$ cat config.mk
export PLATFORM = sky130hd
export DESIGN_NAME = edge_capture_unit
export DESIGN_NICKNAME = d
export VERILOG_FILES = /design/src/rtl/ecap_pkg.sv /design/src/rtl/ecap_sync.sv /design/src/rtl/ecap_chan.sv /design/src/rtl/edge_capture_unit.sv
export SDC_FILE = /design/constraint.sdc
export NUM_CORES = 1
export LEC_CHECK = 0
export ABC_AREA = 1
export CORE_MARGIN = 3
export CORE_UTILIZATION = 50
export DETAILED_ROUTE_END_ITERATION = 8
export DONT_BUFFER_PORTS = 1
export GPL_TIMING_DRIVEN = 0
export PLACE_DENSITY = 0.7
export SLEW_MARGIN = 0
export SYNTH_ARGS = -nofsm -noshare
export SYNTH_HDL_FRONTEND = slang
export SYNTH_SLANG_ARGS = --single-unit
$ cat constraint.sdc
create_clock -name clk -period 1.2 [get_ports clk]
set_input_delay 0.06 -clock clk [delete_from_list [all_inputs] [get_ports clk]]
set_output_delay 0.06 -clock clk [all_outputs]
set_load 0.05 [all_outputs]
$ cat src/rtl/ecap_pkg.sv
package ecap_pkg;
    typedef enum logic [1:0] {
        EDGE_NONE = 2'd0,
        EDGE_RISE = 2'd1,
        EDGE_FALL = 2'd2
    } ecap_edge_e;
endpackage

$ cat src/rtl/ecap_sync.sv
module ecap_sync #(
    parameter int STAGES = 2
) (
    input  logic clk,
    input  logic rst_n,
    input  logic async_i,
    output logic sync_o
);
    logic [STAGES-1:0] chain_d, chain_q;

    always_comb begin
        chain_d[0] = async_i;
        for (int i = 1; i < STAGES; i++) chain_d[i] = chain_q[i-1];
    end

    always_ff @(posedge clk or negedge rst_n) begin
        if (!rst_n) chain_q <= '0;
        else        chain_q <= chain_d;
    end

    assign sync_o = chain_q[STAGES-1];
endmodule

$ cat src/rtl/ecap_chan.sv
module ecap_chan
    import ecap_pkg::*;
#(
    parameter int CNT_W = 16
) (
    input  logic             clk,
    input  logic             rst_n,
    input  logic             pin_i,
    input  logic [CNT_W-1:0] cnt_i,
    input  logic             pin_en_i,
    input  logic             inv_i,
    input  logic             cap_en_i,
    input  logic             rise_ie_i,
    input  logic             fall_ie_i,
    input  logic             clr_rise_i,
    input  logic             clr_fall_i,
    input  logic             clr_cap_i,
    output logic [CNT_W-1:0] rise_val_o,
    output logic [CNT_W-1:0] fall_val_o,
    output logic             rise_flag_o,
    output logic             fall_flag_o,
    output logic             cap_flag_o
);
    typedef struct packed {
        logic             prev;
        logic [CNT_W-1:0] rise_val;
        logic [CNT_W-1:0] fall_val;
        logic             rise_flag;
        logic             fall_flag;
        logic             cap_flag;
    } chan_st_t;

    chan_st_t   st_d, st_q;
    logic       pin_s;
    logic       lvl;
    logic       live;
    ecap_edge_e edge_kind;

    ecap_sync #(.STAGES(2)) u_sync (
        .clk    (clk),
        .rst_n  (rst_n),
        .async_i(pin_i),
        .sync_o (pin_s)
    );

    always_comb begin
        lvl       = pin_s ^ inv_i;
        live      = pin_en_i & cap_en_i;
        edge_kind = EDGE_NONE;
        if (live && lvl && !st_q.prev)      edge_kind = EDGE_RISE;
        else if (live && !lvl && st_q.prev) edge_kind = EDGE_FALL;

        st_d           = st_q;
        st_d.prev      = lvl;
        st_d.rise_flag = st_q.rise_flag & ~clr_rise_i;
        st_d.fall_flag = st_q.fall_flag & ~clr_fall_i;
        st_d.cap_flag  = st_q.cap_flag  & ~clr_cap_i;
        case (edge_kind)
            EDGE_RISE: begin
                st_d.rise_val  = cnt_i;
                st_d.rise_flag = 1'b1;
                if (rise_ie_i) st_d.cap_flag = 1'b1;
            end
            EDGE_FALL: begin
                st_d.fall_val  = cnt_i;
                st_d.fall_flag = 1'b1;
                if (fall_ie_i) st_d.cap_flag = 1'b1;
            end
            default: ;
        endcase
    end

    always_ff @(posedge clk or negedge rst_n) begin
        if (!rst_n) st_q <= '0;
        else        st_q <= st_d;
    end

    assign rise_val_o  = st_q.rise_val;
    assign fall_val_o  = st_q.fall_val;
    assign rise_flag_o = st_q.rise_flag;
    assign fall_flag_o = st_q.fall_flag;
    assign cap_flag_o  = st_q.cap_flag;

    AST_RISE_SNAP: assert property (@(posedge clk) disable iff (!rst_n)
        (live && lvl && !st_q.prev) |=> (rise_val_o == $past(cnt_i)) && rise_flag_o);
    AST_FALL_SNAP: assert property (@(posedge clk) disable iff (!rst_n)
        (live && !lvl && st_q.prev) |=> (fall_val_o == $past(cnt_i)) && fall_flag_o);
    AST_CAP_GATE: assert property (@(posedge clk) disable iff (!rst_n)
        !cap_en_i |=> $stable(rise_val_o) && $stable(fall_val_o) && !$rose(cap_flag_o));
    AST_PIN_GATE: assert property (@(posedge clk) disable iff (!rst_n)
        !pin_en_i |=> $stable(rise_val_o) && $stable(fall_val_o) && !$rose(rise_flag_o));
    AST_IE_NEEDED: assert property (@(posedge clk) disable iff (!rst_n)
        (!rise_ie_i && !fall_ie_i) |=> !$rose(cap_flag_o));
    AST_CLR_WORKS: assert property (@(posedge clk) disable iff (!rst_n)
        (clr_rise_i && !(live && lvl && !st_q.prev)) |=> !rise_flag_o);
    AST_SET_WINS: assert property (@(posedge clk) disable iff (!rst_n)
        (clr_fall_i && live && !lvl && st_q.prev) |=> fall_flag_o);
endmodule

$ cat src/rtl/edge_capture_unit.sv
module edge_capture_unit #(
    parameter int NUM_CH = 2,
    parameter int CNT_W  = 16
) (
    input  logic                          clk,
    input  logic                          rst_n,
    input  logic [NUM_CH-1:0]             pin_i,
    input  logic [CNT_W-1:0]              cnt_i,
    input  logic [NUM_CH-1:0]             pin_en_i,
    input  logic [NUM_CH-1:0]             inv_i,
    input  logic [NUM_CH-1:0]             cap_en_i,
    input  logic [NUM_CH-1:0]             rise_ie_i,
    input  logic [NUM_CH-1:0]             fall_ie_i,
    input  logic [NUM_CH-1:0]             clr_rise_i,
    input  logic [NUM_CH-1:0]             clr_fall_i,
    input  logic [NUM_CH-1:0]             clr_cap_i,
    output logic [NUM_CH-1:0][CNT_W-1:0]  rise_val_o,
    output logic [NUM_CH-1:0][CNT_W-1:0]  fall_val_o,
    output logic [NUM_CH-1:0]             rise_flag_o,
    output logic [NUM_CH-1:0]             fall_flag_o,
    output logic [NUM_CH-1:0]             cap_flag_o,
    output logic                          irq_o
);
    for (genvar c = 0; c < NUM_CH; c++) begin : g_ch
        ecap_chan #(.CNT_W(CNT_W)) u_chan (
            .clk        (clk),
            .rst_n      (rst_n),
            .pin_i      (pin_i[c]),
            .cnt_i      (cnt_i),
            .pin_en_i   (pin_en_i[c]),
            .inv_i      (inv_i[c]),
            .cap_en_i   (cap_en_i[c]),
            .rise_ie_i  (rise_ie_i[c]),
            .fall_ie_i  (fall_ie_i[c]),
            .clr_rise_i (clr_rise_i[c]),
            .clr_fall_i (clr_fall_i[c]),
            .clr_cap_i  (clr_cap_i[c]),
            .rise_val_o (rise_val_o[c]),
            .fall_val_o (fall_val_o[c]),
            .rise_flag_o(rise_flag_o[c]),
            .fall_flag_o(fall_flag_o[c]),
            .cap_flag_o (cap_flag_o[c])
        );
    end

    assign irq_o = |cap_flag_o;

    AST_IRQ_OR: assert property (@(posedge clk) disable iff (!rst_n)
        irq_o == (cap_flag_o != '0));
endmodule

======== Word-level counts from Yosys, hierarchy flattened ========
Cells that the tools add are included.
operators by class
  multiply operators ...................... 0
  shift operators ......................... 0
  magnitude comparators ................... 0
  reduce and logical (&&, ||, !) cells .... 13
  bitwise gates (word level) .............. 16
  muxes and demuxes ....................... 14
  add/sub/neg operators ................... 0
  div/mod/pow operators ................... 0
  equality and inequality tests ........... 4
operators by type and width
  kind                                            count
  AND 1 bit                                       8
  logical AND 1 bit                               8
  2-to-1 mux 1 bit                                8
  2-to-1 mux 2 bit                                4
  NOT 1 bit                                       6
  == test 2 x 1 -> 1 bit (second input constant)  2
  == test 2 bit (second input constant)           2
  zero test 1 bit                                 4
  one-hot mux 1 bit (2 select lines)              2
  OR reduction 2 bit                              1
  XOR 1 bit                                       2
word-level totals
  register bits ........................... 76
  input port bits ......................... 36
  bits in writable memories ............... 0
  output and inout bits ................... 71
  latch bits .............................. 0
  ROM bits ................................ 0
  memories kept ........................... 0
  logic and storage cells ................. 61

======== Depth between registers and ports, before layout ========
Gate-level depths: netlist (run 1).
  word-level depth ........................ 8
  gate-level depth with buffers ........... 7
  mapped depth without buffers ............ 6

======== Modules after synthesis ========
Synthesis (run 1) repeated with hierarchy kept, for this count alone.
second synthesis, totals
  cells, all modules ...................... 393
  area, all modules ....................... 3599.7 um^2
modules (own cells, without submodules)
  module             times used  area each (um^2)  cells an instance  sequential area each (um^2)
  ecap_chan          2           1744.2            193                900.9
  ecap_sync          2           50.0              2                  50.0
  edge_capture_unit  1           11.3              3                  0.0

======== Worst setup path after synthesis (run 1) ========
No wires, ideal clock.
  path kind ............................... register -> register
  from .................................... register g_ch[0].u_chan.u_sync.chain_q[1]
  to ...................................... register g_ch[0].u_chan.st_q (netlist bit g_ch[0].u_chan.rise_val_o[10])
  data required time ...................... 1084 ps
  arrival time ............................ 943 ps
  slack ................................... 141 ps
  library setup time ...................... 116 ps
  cell stages (with the launch flop) ...... 8
  cells stage by stage .................... dfrtp_1 > inv_1 > nand2_1 > nand2_2 > nand2_4 > buf_6 > nand2_1 > nand2_1
on the way
  cells in the longest elaborated chain, start to end .. 7
  elaborated cells between the ends (all ways) .. 9
  classes of those cells .................. eq/ne (1); mux (2); bitwise (1); reduce/logical (5)
ends and longest elaborated chain
  element                          line             source
  from (decl)                      ecap_sync.sv:9   logic [STAGES-1:0] chain_d, chain_q;
  from (signal assigned)           ecap_sync.sv:18  else chain_q <= chain_d;
  XOR 1 bit (*)                    ecap_chan.sv:47  lvl = pin_s ^ inv_i;
  zero test 1 bit                  ecap_chan.sv:51  else if (live && !lvl && st_q.prev) edge_kind = EDGE_FALL;
  logical AND 1 bit (2 in series)  ecap_chan.sv:51
  2-to-1 mux 2 bit                 ecap_chan.sv:51
  2-to-1 mux 2 bit (*)             ecap_chan.sv:50  if (live && lvl && !st_q.prev) edge_kind = EDGE_RISE;
  == test 2 x 1 -> 1 bit (*)       ecap_chan.sv:58  case (edge_kind)
  to (signal assigned)             ecap_chan.sv:75  else st_q <= st_d;
  to (decl)                        ecap_chan.sv:33  chan_st_t st_d, st_q;
Every way passes the cells marked *; elsewhere a longest branch is shown, timed or not.
A chain may end at the register's enable or synchronous reset.

======== Worst setup path after layout (run 1) ========
  from .................................... register g_ch[0].u_chan.st_q[35] in the netlist's numbering
  to ...................................... register g_ch[0].u_chan.st_q (netlist bit g_ch[0].u_chan.fall_val_o[7])
on the way
  cells in the longest elaborated chain, start to end .. 4
  elaborated cells between the ends (all ways) .. 6
  classes of those cells .................. eq/ne (1); mux (2); reduce/logical (3)
ends and longest elaborated chain
  element                                                       line
  logical AND 1 bit / zero test 1 bit (equally long branches)   ecap_chan.sv:51, ecap_chan.sv:50
  2-to-1 mux 2 bit / logical AND 1 bit (equally long branches)  ecap_chan.sv:51, ecap_chan.sv:50
  2-to-1 mux 2 bit (*)                                          ecap_chan.sv:50
  == test 2 bit (*)                                             ecap_chan.sv:58
Marked as above.

==> results.txt, run 1 <==
----------------------------------------------------
[Status]
  Outcome ... finished with violations
  Violated checks ... negative hold slack

[Placed design]
  Final weighted congestion in routability-driven placement ... slightly above 0.8
  Number of placed instances with taps included ... ~490
  Post-DP HPWL ... around 5.6 mm
  Post-DP Area ... between 3000 and 4000 µm²
  Number of port buffers ... 0

[Floorplan]
  DIE HEIGHT ... roughly 90 µm
  Placement Rows ... 30
  Initial core utilization ... between 50% and 60%
  Full die area ... about 8300 µm²
  Die Span X ... a little over 90 µm
  Core area ... 6910 µm²
  Total I/O pin count ... 107

[Cells and area]
  Finished Layout Cells ... roughly 550
  Growth of design area from synthesis to finish ... 20.4%
  Fillers ... between 600 and 700
  Area of all placed cells without fillers ... between 4000 and 5000 µm²
  Antenna diode instance count ... 0
  Final layout net count ... around 480
  Sequential standard cell area ... roughly 1900 µm²
  Area occupied by multi-input gates ... ~1100 µm²
  Layout cells sized above 1 ... 27.7%

[Critical path]
  Worst flop-to-flop path endpoint ... g_ch[0].u_chan.fall_val_o[7]$_DFFE_PN0P_
  Register-to-Register Path Depth ... 6
  Chain of cells forming the critical path ... inv_2 -> nor2_8 -> nand2_4 -> buf_6 -> nand2_1 -> nand2_1
  Slack of the worst reg-to-reg path ... roughly 0.065 ns
  Origin of the critical flop-to-flop path ... g_ch[0].u_chan.st_q[35]$_DFF_PN0_
  Critical path data required time ... 1.43 ns
  Critical Path End ... g_ch[0].u_chan.fall_val_o[7]$_DFFE_PN0P_
  Critical path arrival ... 1.36 ns
  Sort of element at the start of the critical path ... register
  Nature of the critical path endpoint ... register
  Critical setup path kind ... register to register
  Buffers plus inverters on the worst setup path ... 2
  Most Frequent Cell on Critical Path ... sky130_fd_sc_hd__nand2_1
  Delay contributed by the slowest stage of the critical path ... between 0.4 and 0.5 ns
  Critical Path Source ... g_ch[0].u_chan.st_q[35]$_DFF_PN0_
  Worst path depth ... 6
  Highest-delay cell along the critical path ... sky130_fd_sc_hd__dfrtp_1
  Crit path max-delay family ... flip-flops
  Crit Path Max Fanout ... 10

[GRT]
  First-pass GRT wire length ... between 10 and 15 mm
  Initial antenna violation count ... 0
  Remaining global-route overflow ... 0
  Global Route Usage Sum ... slightly above 20%
  Pin count of the biggest net entering global routing ... just under 80
  Vias in the first global route ... between 2000 and 3000

[STA]
  Fin. max-slew vios ... 0
  Setup TNS Final ... 0 ns
  Count of endpoints failing setup in the final report ... 0
  Slew at the pin with the worst max-slew slack ... about 0.24 ns
  Setup clock skew after layout ... approximately 0.014 ns
  Highest achievable clock rate ... between 800 and 900 MHz
  Normalized max-slew margin ... a little over four fifths
  Worst hold slack across all endpoints ... -0.597 ns
  Final-report hold violation count ... between 70 and 80
  Final period demand of the worst path ... 1.14 ns
  Final worst-path cycle share ... roughly 95%

[Synthesis]
  Cell variety after synth ... 14
  Synthesized instance count ... between 300 and 400
  Net Count, Synth ... approximately 430
  Total of flip-flops plus latches after synthesis ... 76
  Register area share after synthesis ... 52.6%
  Number of warnings printed during yosys synthesis ... 0
  Post-Syn Area per Cell ... around 9.1 µm²
  Combined area of all synthesized cells ... between 3000 and 4000 µm²

[Clock network]
  H-Tree Depth ... 3
  Library cell used as clock root buffer ... sky130_fd_sc_hd__clkbuf_8
  Number of clock sinks ... 76
  Number of buffers inserted during clock tree synthesis ... 9
  Post-CTS Hold Fix Bufs ... 28
  Longest Clk Path Bufs ... 2
  TritonCTS clock tree ... yes
  Latest clock arrival within the worst-skew pair ... between 0.3 and 0.4 ns
  Clock-pin slew of the registers on the worst-case setup and hold paths ... about 0.080 ns

[Detailed routing]
  DRT Wirelength ... about 8 mm
  DR vias/cell ... ~4.9
  Number of design-rule violations left by the first detailed-router iteration ... 100
  Post-detailed-route wirelength per cell ... around 15 µm
  Routed vias ... approximately 2700
  Detailed-routing iteration count for the pre-antenna-repair pass ... 5
  DRC errors left ... 0
  Number of nets with antenna violations after detailed routing ... 0

[Hold path]
  Worst hold path type ... input pin to asynchronous set/reset pin

[Job]
  Max cap viols ... 0

[Pwr]
  Leakage power ... 2.36 nW
  Worst ir drop on vdd ... between 0.8 and 0.9 mV
  P per Cell Area ... slightly above 2000 nW/µm²

----------------------------------------------------
layer usage:
layer / part of all wire, % / GRT usage [%]
met1: 46 / 28.4
met3: 4.9 / 4.23
met2: 48 / 30.8
met4: 1.4 / 8.42
met5: 0 / 0
per-stage QoR:
step           utilization, %  setup slack [ns]  power [W]
2_1_floorplan               -             0.141    0.00645
3_3_place_gp             54.1           0.00371    0.00668
3_5_place_dp             54.1           -0.0352    0.00672
4_1_cts                  61.6           0.00360    0.00897
5_1_grt                  63.0          -0.00453    0.00934
6_report                 63.0            0.0648    0.00896
how the worst min path moves through the flow:
stage / start / slack, ns / cells after the start / to
final: rst_n / -0.60 / 0 / g_ch[1].u_chan.fall_flag_o$_DFF_PN0_
after global routing: rst_n / -0.62 / 0 / g_ch[0].u_chan.fall_val_o[12]$_DFFE_PN0P_
after CTS: rst_n / -0.62 / 0 / g_ch[1].u_chan.fall_flag_o$_DFF_PN0_
after detailed placement: rst_n / -0.23 / 0 / g_ch[1].u_chan.fall_flag_o$_DFF_PN0_
after global placement: rst_n / -0.23 / 0 / g_ch[1].u_chan.fall_flag_o$_DFF_PN0_
after floorplan: rst_n / -0.24 / 0 / g_ch[0].u_chan.cap_flag_o$_DFF_PN0_
Yosys cell counts:
cell type | n | area (µm²)
sky130_fd_sc_hd__nor2_8 | 2 | 40.0
sky130_fd_sc_hd__buf_4 | 72 | 541
sky130_fd_sc_hd__buf_2 | 4 | 20.0
sky130_fd_sc_hd__nand2_1 | 138 | 518
sky130_fd_sc_hd__inv_2 | 2 | 7.51
sky130_fd_sc_hd__or2_2 | 1 | 6.26
sky130_fd_sc_hd__nor2_4 | 2 | 22.5
sky130_fd_sc_hd__nand2_2 | 6 | 37.5
sky130_fd_sc_hd__buf_6 | 6 | 67.6
sky130_fd_sc_hd__nand3_1 | 70 | 350
sky130_fd_sc_hd__inv_1 | 10 | 37.5
sky130_fd_sc_hd__nand2_4 | 4 | 45.0
sky130_fd_sc_hd__o21ai_0 | 4 | 20.0
sky130_fd_sc_hd__dfrtp_1 | 76 | 1900
worst register-to-register path: cells and delay by family, from the launching register on:
family	cells	cell delay, ns
and+or+nand+nor	4	0.39
DFF	1	0.41
buffers and inverters	2	0.23
layout by cell type (no fill, tap or decap), drive strengths merged:
cell type / count
or2: 1
nand3: 70
dfrtp: 76
o21ai: 4
bufinv: 2
inv: 13
dlygate4sd3: 28
clkbuf: 13
buf: 90
clkinv: 1
clkinvlp: 1
nand2: 148
nor2: 4
area by class of cell:
type	count	share of cell area, %
Clock buffer	11	3.02
Timing Repair Buffer	41	8.68
Buffer	79	14.0
Sequential cell	76	43.7
Tap cell	96	2.76
Inverter	12	1.04
Multi-Input combinational cell	227	24.9
Clock inverter	5	1.96
state kept, by name (all words and copies together), names as in the netlist:
name / flops
g_ch.u_chan.rise_val_o: 32
g_ch.u_chan.fall_flag_o: 2
g_ch.u_chan.cap_flag_o: 2
g_ch.u_chan.u_sync.chain_q: 4
g_ch.u_chan.fall_val_o: 32
g_ch.u_chan.st_q: 2
g_ch.u_chan.rise_flag_o: 2
power by group:
part           switching, W  leakage [nW]  internal, W  total (W)
Sequential         0.000294         0.961      0.00307    0.00336
Clock              0.000937         0.104      0.00118    0.00212
Combinational       0.00248          1.30     0.000989    0.00347
Total               0.00372          2.36      0.00524    0.00896
cells by family after synthesis:
group	after synthesis	synth area share, %
AOI/OAI and AO/OA	4	0.554
buffers and inverters	94	18.6
DFF	76	52.6
and+or+nand+nor	223	28.2
what timing repair did:
item                       in CTS  in global routing
hold endpoints to repair      148                 76
gates cloned                    0                  0
setup buffers                   0                 13
gates resized for setup         5                 10
setup endpoints to repair      27                 44
pin swaps                       1                  8
Note: power is estimated with default switching activity, not from simulation.
==> run 2: changes to the inputs <==
Settings changed: ABC_AREA 1 to default, PLACE_DENSITY 0.7 to 0.65.
==> run 2 against run 1 <==
The run ends with negative hold slack, negative setup slack left. Combinational power up 46%. Via count down 30%. Routed wire length decreased by 14%. Synthesized cell count decreased by 40%. Largest cell class unchanged.
==> results.txt, run 2 <==
----------------------------------------------------
[Pwr]
  Relative contribution of the clock network to total power ... 21.5% (-2.2 points)
  P per Cell Area ... 2430 nW/µm² (+18%)
  Leakage power ... 2.27 nW (-4.0%)
  Worst ir drop on vdd ... 1.50 mV (+68%)
  Relative contribution of combinational cells to total power ... 45.5% (+6.7 points)
  Cell-internal power ... 0.00668 W (+27%)
  Share of power burned in registers ... 33.0% (-4.5 points)
  Sw Pwr ... 0.00445 W (+20%)
  Sw frac ... 40.0% (-1.5 points)

[Cells and area]
  Leading cell types in the layout, fill and taps excluded ... sky130_fd_sc_hd__dfrtp_1 (76), sky130_fd_sc_hd__buf_4 (75), sky130_fd_sc_hd__mux2_4 (63)
  Layout cells sized above 1 ... 60.6% (+33 points)
  Sequential standard cell area ... 1900 µm² (unchanged)
  Growth of design area from synthesis to finish ... 34.6%
  Most common cell after layout, fill and taps aside ... sky130_fd_sc_hd__dfrtp_1
  Final layout net count ... 338 (-30%)
  Fillers ... 436 (-29%)
  Core utilization of the finished layout ... 70.6% (+7.6 points)
  Antenna diode instance count ... 0 (unchanged)
  Area of all placed cells without fillers ... 4590 µm² (+5.4%)
  Area occupied by multi-input gates ... 1120 µm² (+3.8%)
  Finished Layout Cells ... 384 (-30%)

[Detailed routing]
  Post-detailed-route wirelength per cell ... 18.3 µm (+22%)
  Detailed-routing iteration count for the pre-antenna-repair pass ... 2 (-3)
  Routed vias ... 1874 (-30%)
  DRT Wirelength ... 7.02 mm (-14%)
  Number of nets with antenna violations after detailed routing ... 0 (unchanged)
  DR vias/cell ... 4.88 (about the same)
  Number of design-rule violations left by the first detailed-router iteration ... 39 (-61%)
  DRC errors left ... 0 (unchanged)

[Synthesis]
  Post-Syn Area per Cell ... 14.3 µm² (+57%)
  Area share of the leading cell type in the synthesized netlist ... 55.8% (+3.2 points)
  Number of warnings printed during yosys synthesis ... 0 (unchanged)
  Most used standard cell by instance count after synthesis ... sky130_fd_sc_hd__dfrtp_1
  Async set or reset register ratio after synthesis ... 100% (unchanged)
  Total of flip-flops plus latches after synthesis ... 76 (unchanged)
  Predominant post-synthesis flop cell ... sky130_fd_sc_hd__dfrtp_1
  Number of enable-type register cells in the synthesized netlist ... 0 (unchanged)
  Combined area of all synthesized cells ... 3410 µm² (-5.7%)
  Net Count, Synth ... 275 (-36%)
  Most frequent cells after synthesis ... sky130_fd_sc_hd__dfrtp_1 (76), sky130_fd_sc_hd__buf_4 (70), sky130_fd_sc_hd__mux2_2 (63)
  Synthesized instance count ... 239 (-40%)
  Post-synth top area cell ... sky130_fd_sc_hd__dfrtp_1
  Top area cells in the synthesized netlist ... sky130_fd_sc_hd__dfrtp_1 (56%), sky130_fd_sc_hd__mux2_2 (21%), sky130_fd_sc_hd__buf_4 (15%)
  Register area share after synthesis ... 55.8% (+3.2 points)
  Cell variety after synth ... 15 (+1)

[Hold path]
  Worst hold path type ... input pin to asynchronous set/reset pin

[STA]
  Final-report hold violation count ... 76 (unchanged)
  Final worst-path cycle share ... 127% (+32 points)
  Unrepaired setup endpoints after global routing ... yes
  Final period demand of the worst path ... 1.52 ns (+0.389 ns)
  Count of endpoints failing setup in the final report ... 70 (+70)
  Worst hold slack across all endpoints ... -0.590 ns (+0.00744 ns)
  Highest achievable clock rate ... 656 MHz (-26%)
  Fin. max-slew vios ... 0 (unchanged)
  Normalized max-slew margin ... 86.8% (+3.1 points)
  Setup clock skew after layout ... 0.00740 ns (-0.00710 ns)
  Setup TNS Final ... -18.14 ns (-18.14 ns)
  Setup WS post-layout ... -0.324 ns (-0.389 ns)
  Slew at the pin with the worst max-slew slack ... 0.197 ns (-0.0467 ns)

[Clock network]
  Post-CTS Hold Fix Bufs ... 28 (unchanged)
  Clock-pin slew of the registers on the worst-case setup and hold paths ... 0.08 ns (about the same)
  TritonCTS clock tree ... yes
  Number of buffers inserted during clock tree synthesis ... 9 (unchanged)
  Longest Clk Path Bufs ... 2 (unchanged)
  H-Tree Depth ... 3 (unchanged)
  Latest clock arrival within the worst-skew pair ... 0.33 ns (about the same)
  Library cell used as clock root buffer ... sky130_fd_sc_hd__clkbuf_8
  Number of clock sinks ... 76 (unchanged)

[Status]
  Violated checks ... negative hold slack, negative setup slack
  Outcome ... finished with violations

[Placed design]
  Post-DP Area ... 3590 µm² (-3.9%)
  Number of port buffers ... 0 (unchanged)
  Number of placed instances with taps included ... 316 (-36%)
  DP Worst Slack ... -0.569 ns (-0.534 ns)
  Post-DP HPWL ... 3.90 mm (-30%)
  Final weighted congestion in routability-driven placement ... 0.718 (-13%)

[GRT]
  Vias in the first global route ... 2013 (-22%)
  Remaining global-route overflow ... 0 (unchanged)
  Met2 Resource Use GR ... 29.4% (-1.5 points)
  Met1 layer usage reported by global route ... 22.1% (-6.4 points)
  Initial antenna violation count ... 0 (unchanged)
  Met3 GRT Util ... 5.40% (+1.2 points)
  Global Route Usage Sum ... 17.8% (-2.5 points)
  GRT Max-Usage Layer ... met2
  Pin count of the biggest net entering global routing ... 77 (unchanged)
  First-pass GRT wire length ... 10.3 mm (-22%)

[Critical path]
  Critical path data required time ... 1.42 ns (about the same)
  Chain of cells forming the critical path ... xnor2_2 -> buf_4 -> nor3_4 -> buf_12 -> buf_6 -> mux2_4
  Nature of the critical path endpoint ... register
  Crit Path Max Fanout ... 5 (-5)
  Sort of element at the start of the critical path ... register
  Delay contributed by the slowest stage of the critical path ... 0.40 ns (about the same)
  Critical setup path kind ... register to register
  Highest-delay cell along the critical path ... sky130_fd_sc_hd__dfrtp_1
  Critical path arrival ... 1.75 ns (+0.39 ns)

[Floorplan]
  Initial core utilization ... 52.5% (+0.16 points)
  Full die area ... 7850 µm² (-5.3%)
  Total I/O pin count ... 107 (unchanged)
  Die Span X ... 88.6 µm (-2.7%)
  DIE HEIGHT ... 88.6 µm (-2.7%)
  Core area ... 6490 µm² (-6.0%)
  Placement Rows ... 29 (-3.3%)

[Job]
  Max cap viols ... 0 (unchanged)

----------------------------------------------------
## run 2: cell types whose count changed after synthesis, sizes merged
cell | previous run | this run
a21o | 0 | 4
a221o | 0 | 2
and4 | 0 | 2
buf | 82 | 76
inv | 12 | 6
mux2 | 0 | 64
nand2 | 148 | 2
nand3 | 70 | 0
nor2 | 4 | 0
nor2b | 0 | 2
nor3 | 0 | 2
o21ai | 4 | 0
xnor2 | 0 | 2
## run 2: cell families (layout without fill, tap and decap cells)
group | after synthesis | in the layout | synth area share [%]
and+or+nand+nor | 9 | 9 | 2.39
AOI/OAI and AO/OA | 6 | 6 | 1.47
DFF | 76 | 76 | 55.8
buffers and inverters | 82 | 150 | 18.3
xor gates and xnor gates | 2 | 2 | 0.954
muxes | 64 | 64 | 21.1
## run 2: layout make-up
type / instances / share of cell area (%)
Sequential cell: 76 / 41.5
Multi-Input combinational cell: 81 / 24.5
Timing Repair Buffer: 54 / 13.1
Buffer: 74 / 12.9
Clock buffer: 12 / 3.38
Tap cell: 77 / 2.10
Clock inverter: 4 / 2.07
Inverter: 6 / 0.491
## run 2: metal layers
layer / vias up / wire length [µm]
li1: 855 / -
met1: 946 / 3010
met2: 71 / 3530
met3: 2 / 455
met4: 0 / 25
met5: - / 0
## run 2: worst max-delay path: cells and delay by family, from the launching register on
kind	cells	cell delay, ns
xor gates and xnor gates	1	0.14
buffers and inverters	3	0.43
DFF	1	0.40
muxes	1	0.30
and+or+nand+nor	1	0.14
## run 2: repair_timing
action	in CTS	in global routing
endpoints found under the hold margin	148	76
gates cloned	2	2
endpoints found under the setup margin	71	70
buffers inserted	22	1
pin swaps	4	4
resized for setup	65	6
## run 2: worst paths after layout
path	startpoint	cells past startpoint	end	slack [ns]
hold reg to reg	g_ch[1].u_chan.u_sync.chain_q[0]$_DFF_PN0_	0	g_ch[1].u_chan.u_sync.chain_q[1]$_DFF_PN0_	0.35
max in group asynchronous	rst_n	0	g_ch[0].u_chan.rise_val_o[3]$_DFFE_PN0N_	1.69
hold / removal	rst_n	0	g_ch[0].u_chan.rise_val_o[12]$_DFFE_PN0N_	-0.59
setup reg to reg	g_ch[0].u_chan.u_sync.chain_q[1]$_DFF_PN0_	6	g_ch[0].u_chan.rise_val_o[14]$_DFFE_PN0N_	-0.32
min in group clk	inv_i[0]	4	g_ch[0].u_chan.st_q[35]$_DFF_PN0_	0.09
setup / recovery	g_ch[0].u_chan.u_sync.chain_q[1]$_DFF_PN0_	6	g_ch[0].u_chan.rise_val_o[14]$_DFFE_PN0N_	-0.32
## run 2: through the flow
stage,hold slack (ns),total power [W]
after CTS,-0.611,0.0112
final,-0.590,0.0111
after detailed placement,-0.234,0.00830
after global routing,-0.621,0.0115
after floorplan,-0.236,0.00798
after global placement,-0.234,0.00824
## run 2: power groups by stage
stage | Sequential, W | Combinational, W | Clock (W)
after floorplan | 0.00357 | 0.00441 | 0
after global placement | 0.00366 | 0.00458 | 0
after detailed placement | 0.00368 | 0.00462 | 0
after CTS | 0.00366 | 0.00507 | 0.00245
after global routing | 0.00376 | 0.00523 | 0.00256
final | 0.00367 | 0.00506 | 0.00240
